===== config.mk =====
export PLATFORM = sky130hd
export DESIGN_NAME = irq_lvl_ctrl
export DESIGN_NICKNAME = d
export VERILOG_FILES = /design/src/rtl/irq_lvl_ctrl.sv
export SDC_FILE = /design/constraint.sdc
export NUM_CORES = 1
export LEC_CHECK = 0
export ABC_AREA = 0
export BUFFER_PORTS_ARGS = -buffer_cell sky130_fd_sc_hd__buf_2
export CAP_MARGIN = 20
export CORE_AREA = 2 2 90 126
export CTS_CLUSTER_DIAMETER = 50
export CTS_CLUSTER_SIZE = 40
export DETAILED_ROUTE_END_ITERATION = 6
export DIE_AREA = 0 0 92 128
export MAX_ROUTING_LAYER = met4
export PLACE_DENSITY = 0.64
export SETUP_SLACK_MARGIN = 0.02
export SKIP_LAST_GASP = 1
export SLEW_MARGIN = 15
export SYNTH_ARGS = -nofsm -noshare
export SYNTH_HDL_FRONTEND = slang
export SYNTH_SLANG_ARGS = --single-unit

===== constraint.sdc =====
create_clock -name clk -period 2.9 [get_ports clk]
set_input_delay 0.435 -clock clk [delete_from_list [all_inputs] [get_ports clk]]
set_output_delay 0.435 -clock clk [all_outputs]
set_load 0.1 [all_outputs]

===== src/rtl/irq_lvl_ctrl.sv =====
module irq_lvl_ctrl #(
  parameter int              ADDR_W   = 16,
  parameter int              NSRC     = 32,
  parameter logic [63:0]     ID_BYTES = 64'h3130_5643_5249_5141,
  parameter logic [15:0]     BLK_OFS  = 16'h1000
) (
  input  logic              clk,
  input  logic              rst_n,
  input  logic [NSRC-1:0]   src_lvl,
  input  logic              bus_sel,
  input  logic              bus_wr,
  input  logic [ADDR_W-1:0] bus_addr,
  input  logic [31:0]       bus_wdata,
  output logic [31:0]       bus_rdata,
  output logic              cpu_irq,
  output logic [$clog2(NSRC)-1:0] irq_idx,
  output logic              irq_idx_vld
);
  localparam int IDX_W = $clog2(NSRC);
  localparam logic [NSRC-1:0]   INTERNAL = NSRC'(3);
  localparam logic [ADDR_W-1:0] REQ_A = ADDR_W'(BLK_OFS);
  localparam logic [ADDR_W-1:0] MSK_A = ADDR_W'(BLK_OFS) + ADDR_W'(4);
  localparam logic [ADDR_W-1:0] RAW_A = ADDR_W'(BLK_OFS) + ADDR_W'(8);
  localparam logic [ADDR_W-1:0] ID0_A = ADDR_W'(0);
  localparam logic [ADDR_W-1:0] ID1_A = ADDR_W'(4);

  logic [NSRC-1:0] pend_q, mask_q, req;

  always_ff @(posedge clk or negedge rst_n)
    if (!rst_n) begin
      pend_q <= '1;
      mask_q <= '1;
    end else begin
      pend_q <= ~(src_lvl & ~INTERNAL);
      if (bus_sel && bus_wr && bus_addr == MSK_A)
        mask_q <= bus_wdata[NSRC-1:0];
    end

  assign req     = pend_q | mask_q;
  assign cpu_irq = ~&req;

  always_comb begin
    irq_idx     = '0;
    irq_idx_vld = 1'b0;
    for (int i = NSRC - 1; i >= 0; i--)
      if (!req[i]) begin
        irq_idx     = IDX_W'(i);
        irq_idx_vld = 1'b1;
      end
  end

  always_comb
    case (bus_addr)
      REQ_A:   bus_rdata = 32'(req);
      MSK_A:   bus_rdata = 32'(mask_q);
      RAW_A:   bus_rdata = 32'(pend_q);
      ID0_A:   bus_rdata = ID_BYTES[31:0];
      ID1_A:   bus_rdata = ID_BYTES[63:32];
      default: bus_rdata = 32'h0;
    endcase

  AST_MASKED_QUIET: assert property (@(posedge clk) disable iff (!rst_n)
    (mask_q == '1) |-> !cpu_irq);
  AST_LEVEL_DROP: assert property (@(posedge clk) disable iff (!rst_n)
    (src_lvl == '0) |=> !cpu_irq);
  AST_MASK_HOLD: assert property (@(posedge clk) disable iff (!rst_n)
    (bus_sel && bus_wr && bus_addr != MSK_A) |=> $stable(mask_q));
  AST_IDX_LOWEST: assert property (@(posedge clk) disable iff (!rst_n)
    irq_idx_vld |-> (!req[irq_idx] && ((~req & ((NSRC'(1) << irq_idx) - NSRC'(1))) == '0)));
  AST_IDX_VLD: assert property (@(posedge clk) disable iff (!rst_n)
    irq_idx_vld == cpu_irq);
  AST_NO_INTERNAL: assert property (@(posedge clk) disable iff (!rst_n)
    cpu_irq |-> (irq_idx >= IDX_W'(2)));
endmodule


==> impl_metrics.py <==
metrics = {
    "run_status": {
        "status": "completed",
    },
    "floorplanning": {
        "fp.dieArea_um2": 11780,
        "io_pins": 123,
        "row_count": 45,
        "core-area_um2": 10700,
        "dieHeight_um": 128,
        "die_w_um": 92,
        "start_util_pct": 30.02,
    },
    "grt": {
        "globalRouteTotalUtil_pct": 16.28,
        "antenna_found_initial": 0,
        "gr-total-overflow": 0,
        "grt_pass1_wl_um": 14210,
        "grt_max_degree": 63,
        "grt_pass1_vias": 2768,
    },
    "timing": {
        "setup_viol": 0,
        "fin_skew_ns": 0,
        "finalMaxSlewViolations": 0,
        "fmax_ghz": 0.3761,
        "rsz0062_at_grt": "false",
        "hold_slack_ns": 0.2108,
        "fin_crit_ns": 2.659,
        "worst_pin_slew_ns": 0.7704,
        "hold_viol_final": 0,
        "finalCritPeriodShare_pct": 91.69,
        "fin_setup_tns_ns": 0,
        "relSlewSlack_pct": 48.64,
    },
    "synth": {
        "synth-edff-count": 0,
        "synthTopCellsByCount": "dfstp_2, nor2_1, inv_1, mux2_4",
        "synthesis.nets": 364,
        "yosysMostFrequentCell": "dfstp_2",
        "yosysTopAreaCell": "dfstp_2",
        "netlist_area_um2": 3212,
        "synth_cells": 280,
        "async_flop_share_pct": 100.0,
        "ys.flop_type": "dfstp_2",
        "synth.avg_cell_area_um2": 11.47,
        "synth_top_cell_area_share_pct": 50.72,
        "ys_ff_latch": 62,
        "synth_area_leaders": "dfstp_2, mux2_4, nor2_1",
        "yosys_warnings": 0,
        "yosysUniqueCellTypes": 36,
        "seq_area_frac_synth_pct": 50.72,
    },
    "clock_network": {
        "cts_setup_buffers": 0,
        "clkLatencyLatePin_ns": 0.32,
        "tritoncts": "built",
        "cts.sinks": 62,
        "cts.path.max_buffers": 2,
        "root_buffer": "clkbuf_16",
        "path_clk_slew_ns": 0.05,
        "htreeDepth": 3,
        "cts_buffers": 9,
    },
    "routing": {
        "drt_wl_total_um": 8982,
        "viasPerCell": 4.764,
        "ant_nets": 0,
        "firstDrtPassIters": 4,
        "drt_iter0_markers": 59,
        "drc": 0,
        "vias": 2639,
        "post_drt_wl_per_cell_um": 16.21,
    },
    "worst_setup_path": {
        "worstPathRequired_ns": 2.47,
        "crit_chain": "nor2_1 > o32a_1 > o21ai_0 > o21ai_0 > a21oi_2 > buf_2",
        "critPathMaxStageDelay_ns": 0.56,
        "crit_top_cell": "o21ai_0",
        "arrival_ns": 2.22,
        "worstPathMaxFanout": 4,
        "crit_buf_inv": 1,
        "cp-start-kind": "flop",
        "worstSetupEndpointType": "output port",
        "crit_slowest_cell": "dfstp_2",
        "crit_family": "compound AO/OA/AOI/OAI gates",
        "crit_type": "reg -> out",
    },
    "finish": {
        "post-route-util_pct": 44.83,
        "drive_gt1_share_pct": 59.56,
        "diodes": 0,
        "nets": 492,
        "syn2layout_area_growth_pct": 49.32,
    },
    "place": {
        "dp_hpwl_um": 6754,
        "place_congestion": 0.8031,
        "portBuffers": 120,
    },
    "power": {
        "cellPowerDensity_nw_per_um2": 475.6,
        "p_leak_uw": 0.002133,
        "vdd_ir_drop_max_v": 0.0002671,
    },
    "hold_path": {
        "hp-class": "in -> reg",
    },
    "run": {
        "cap_violations": 0,
    },
}
==> per-layer routing <==
layer  track usage [%]  wire, um  vias to the layer above
met5                 -         0                        -
met4             7.287       234                        0
met3             3.116       380                       15
met2             27.68      4794                       86
met1             18.63      3572                     1275
li1                  -         -                     1263
==> timing repair <==
item | 4_1_cts | 5_1_grt
hold buffers | 0 | 0
gates resized for setup | 0 | 1
endpoints found under the setup margin | 0 | 1
hold endpoints to repair | 0 | 0
==> power by group <==
group          total [uW]  internal [uW]  switching (uW)
registers             926            908            17.9
logic                 159           64.6            94.8
clock network        1200            838             358
==> final timing paths <==
path | start | endpoint | slack (ns) | depth (start not counted)
setup / recovery | mask_q[8]$_DFFE_PN1P_ | irq_idx[0] | 0.24 | 6
max in group asynchronous | rst_n | pend_q[3]$_DFF_PN1_ | 2.17 | 2
hold reg to reg | mask_q[1]$_DFFE_PN1P_ | mask_q[1]$_DFFE_PN1P_ | 0.63 | 1
hold / removal | src_lvl[22] | pend_q[22]$_DFF_PN1_ | 0.21 | 2
min in group asynchronous | rst_n | mask_q[11]$_DFFE_PN1P_ | 0.66 | 2
setup reg to reg | mask_q[21]$_DFFE_PN1P_ | mask_q[21]$_DFFE_PN1P_ | 2.13 | 1
==> flip-flops by register name, indices dropped and copies added (netlist names) <==
register	count
pend_q	30
mask_q	32
==> stage by stage <==
stage | worst slack, ns | total power, uW | instances | cell area, um2
final | 0.2408 | 2281 | 554 | 4796
after global routing | 0.08212 | 2371 | 554 | 4796
after CTS | 0.1662 | 2313 | 554 | 4793
after detailed placement | 0.3273 | 1099 | 538 | 4462
after global placement | 0.3497 | 1095 | 538 | 4462
after floorplan | 0.04346 | 1000 | 280 | 3226
==> area by class of cell <==
type	count	area [um2]
clock buffers	12	236.5
clock inverters	4	95.09
fillers	1030	5902
inverters	33	123.9
multi-input cells	174	1379
flip-flops and latches	62	1629
well taps	141	176.4
repair buffers	128	1156
==> cells in the final DEF, fill, tap and decap left out, drive strengths merged <==
master / synthesis / routed
a2111oi: 1 / 1
a21oi: 8 / 8
a221o: 10 / 10
a22o: 14 / 14
a22oi: 6 / 6
a31oi: 1 / 1
and2: 1 / 1
buf: 9 / 127
bufinv: 0 / 3
clkbuf: 2 / 13
clkinv: 0 / 1
dfstp: 62 / 62
inv: 33 / 33
mux2: 32 / 32
nand2: 11 / 11
nand2b: 2 / 2
nand3: 4 / 4
nand4: 2 / 2
nor2: 35 / 35
nor3: 8 / 8
nor4: 5 / 5
o21ai: 7 / 7
o21bai: 1 / 1
o22a: 1 / 1
o22ai: 14 / 14
o311ai: 2 / 2
o32a: 2 / 2
o32ai: 2 / 2
o41ai: 1 / 1
or2: 2 / 2
or3: 2 / 2
==> logic make-up after synthesis <==
group,after synthesis,synth area share (%)
AND/OR/NAND/NOR,72,11.34
AO/OA/AOI/OAI,70,16.36
flip-flops,62,50.72
buffers and inverters,44,6.856
multiplexers,32,14.73
(Power assumes the default switching activity.)
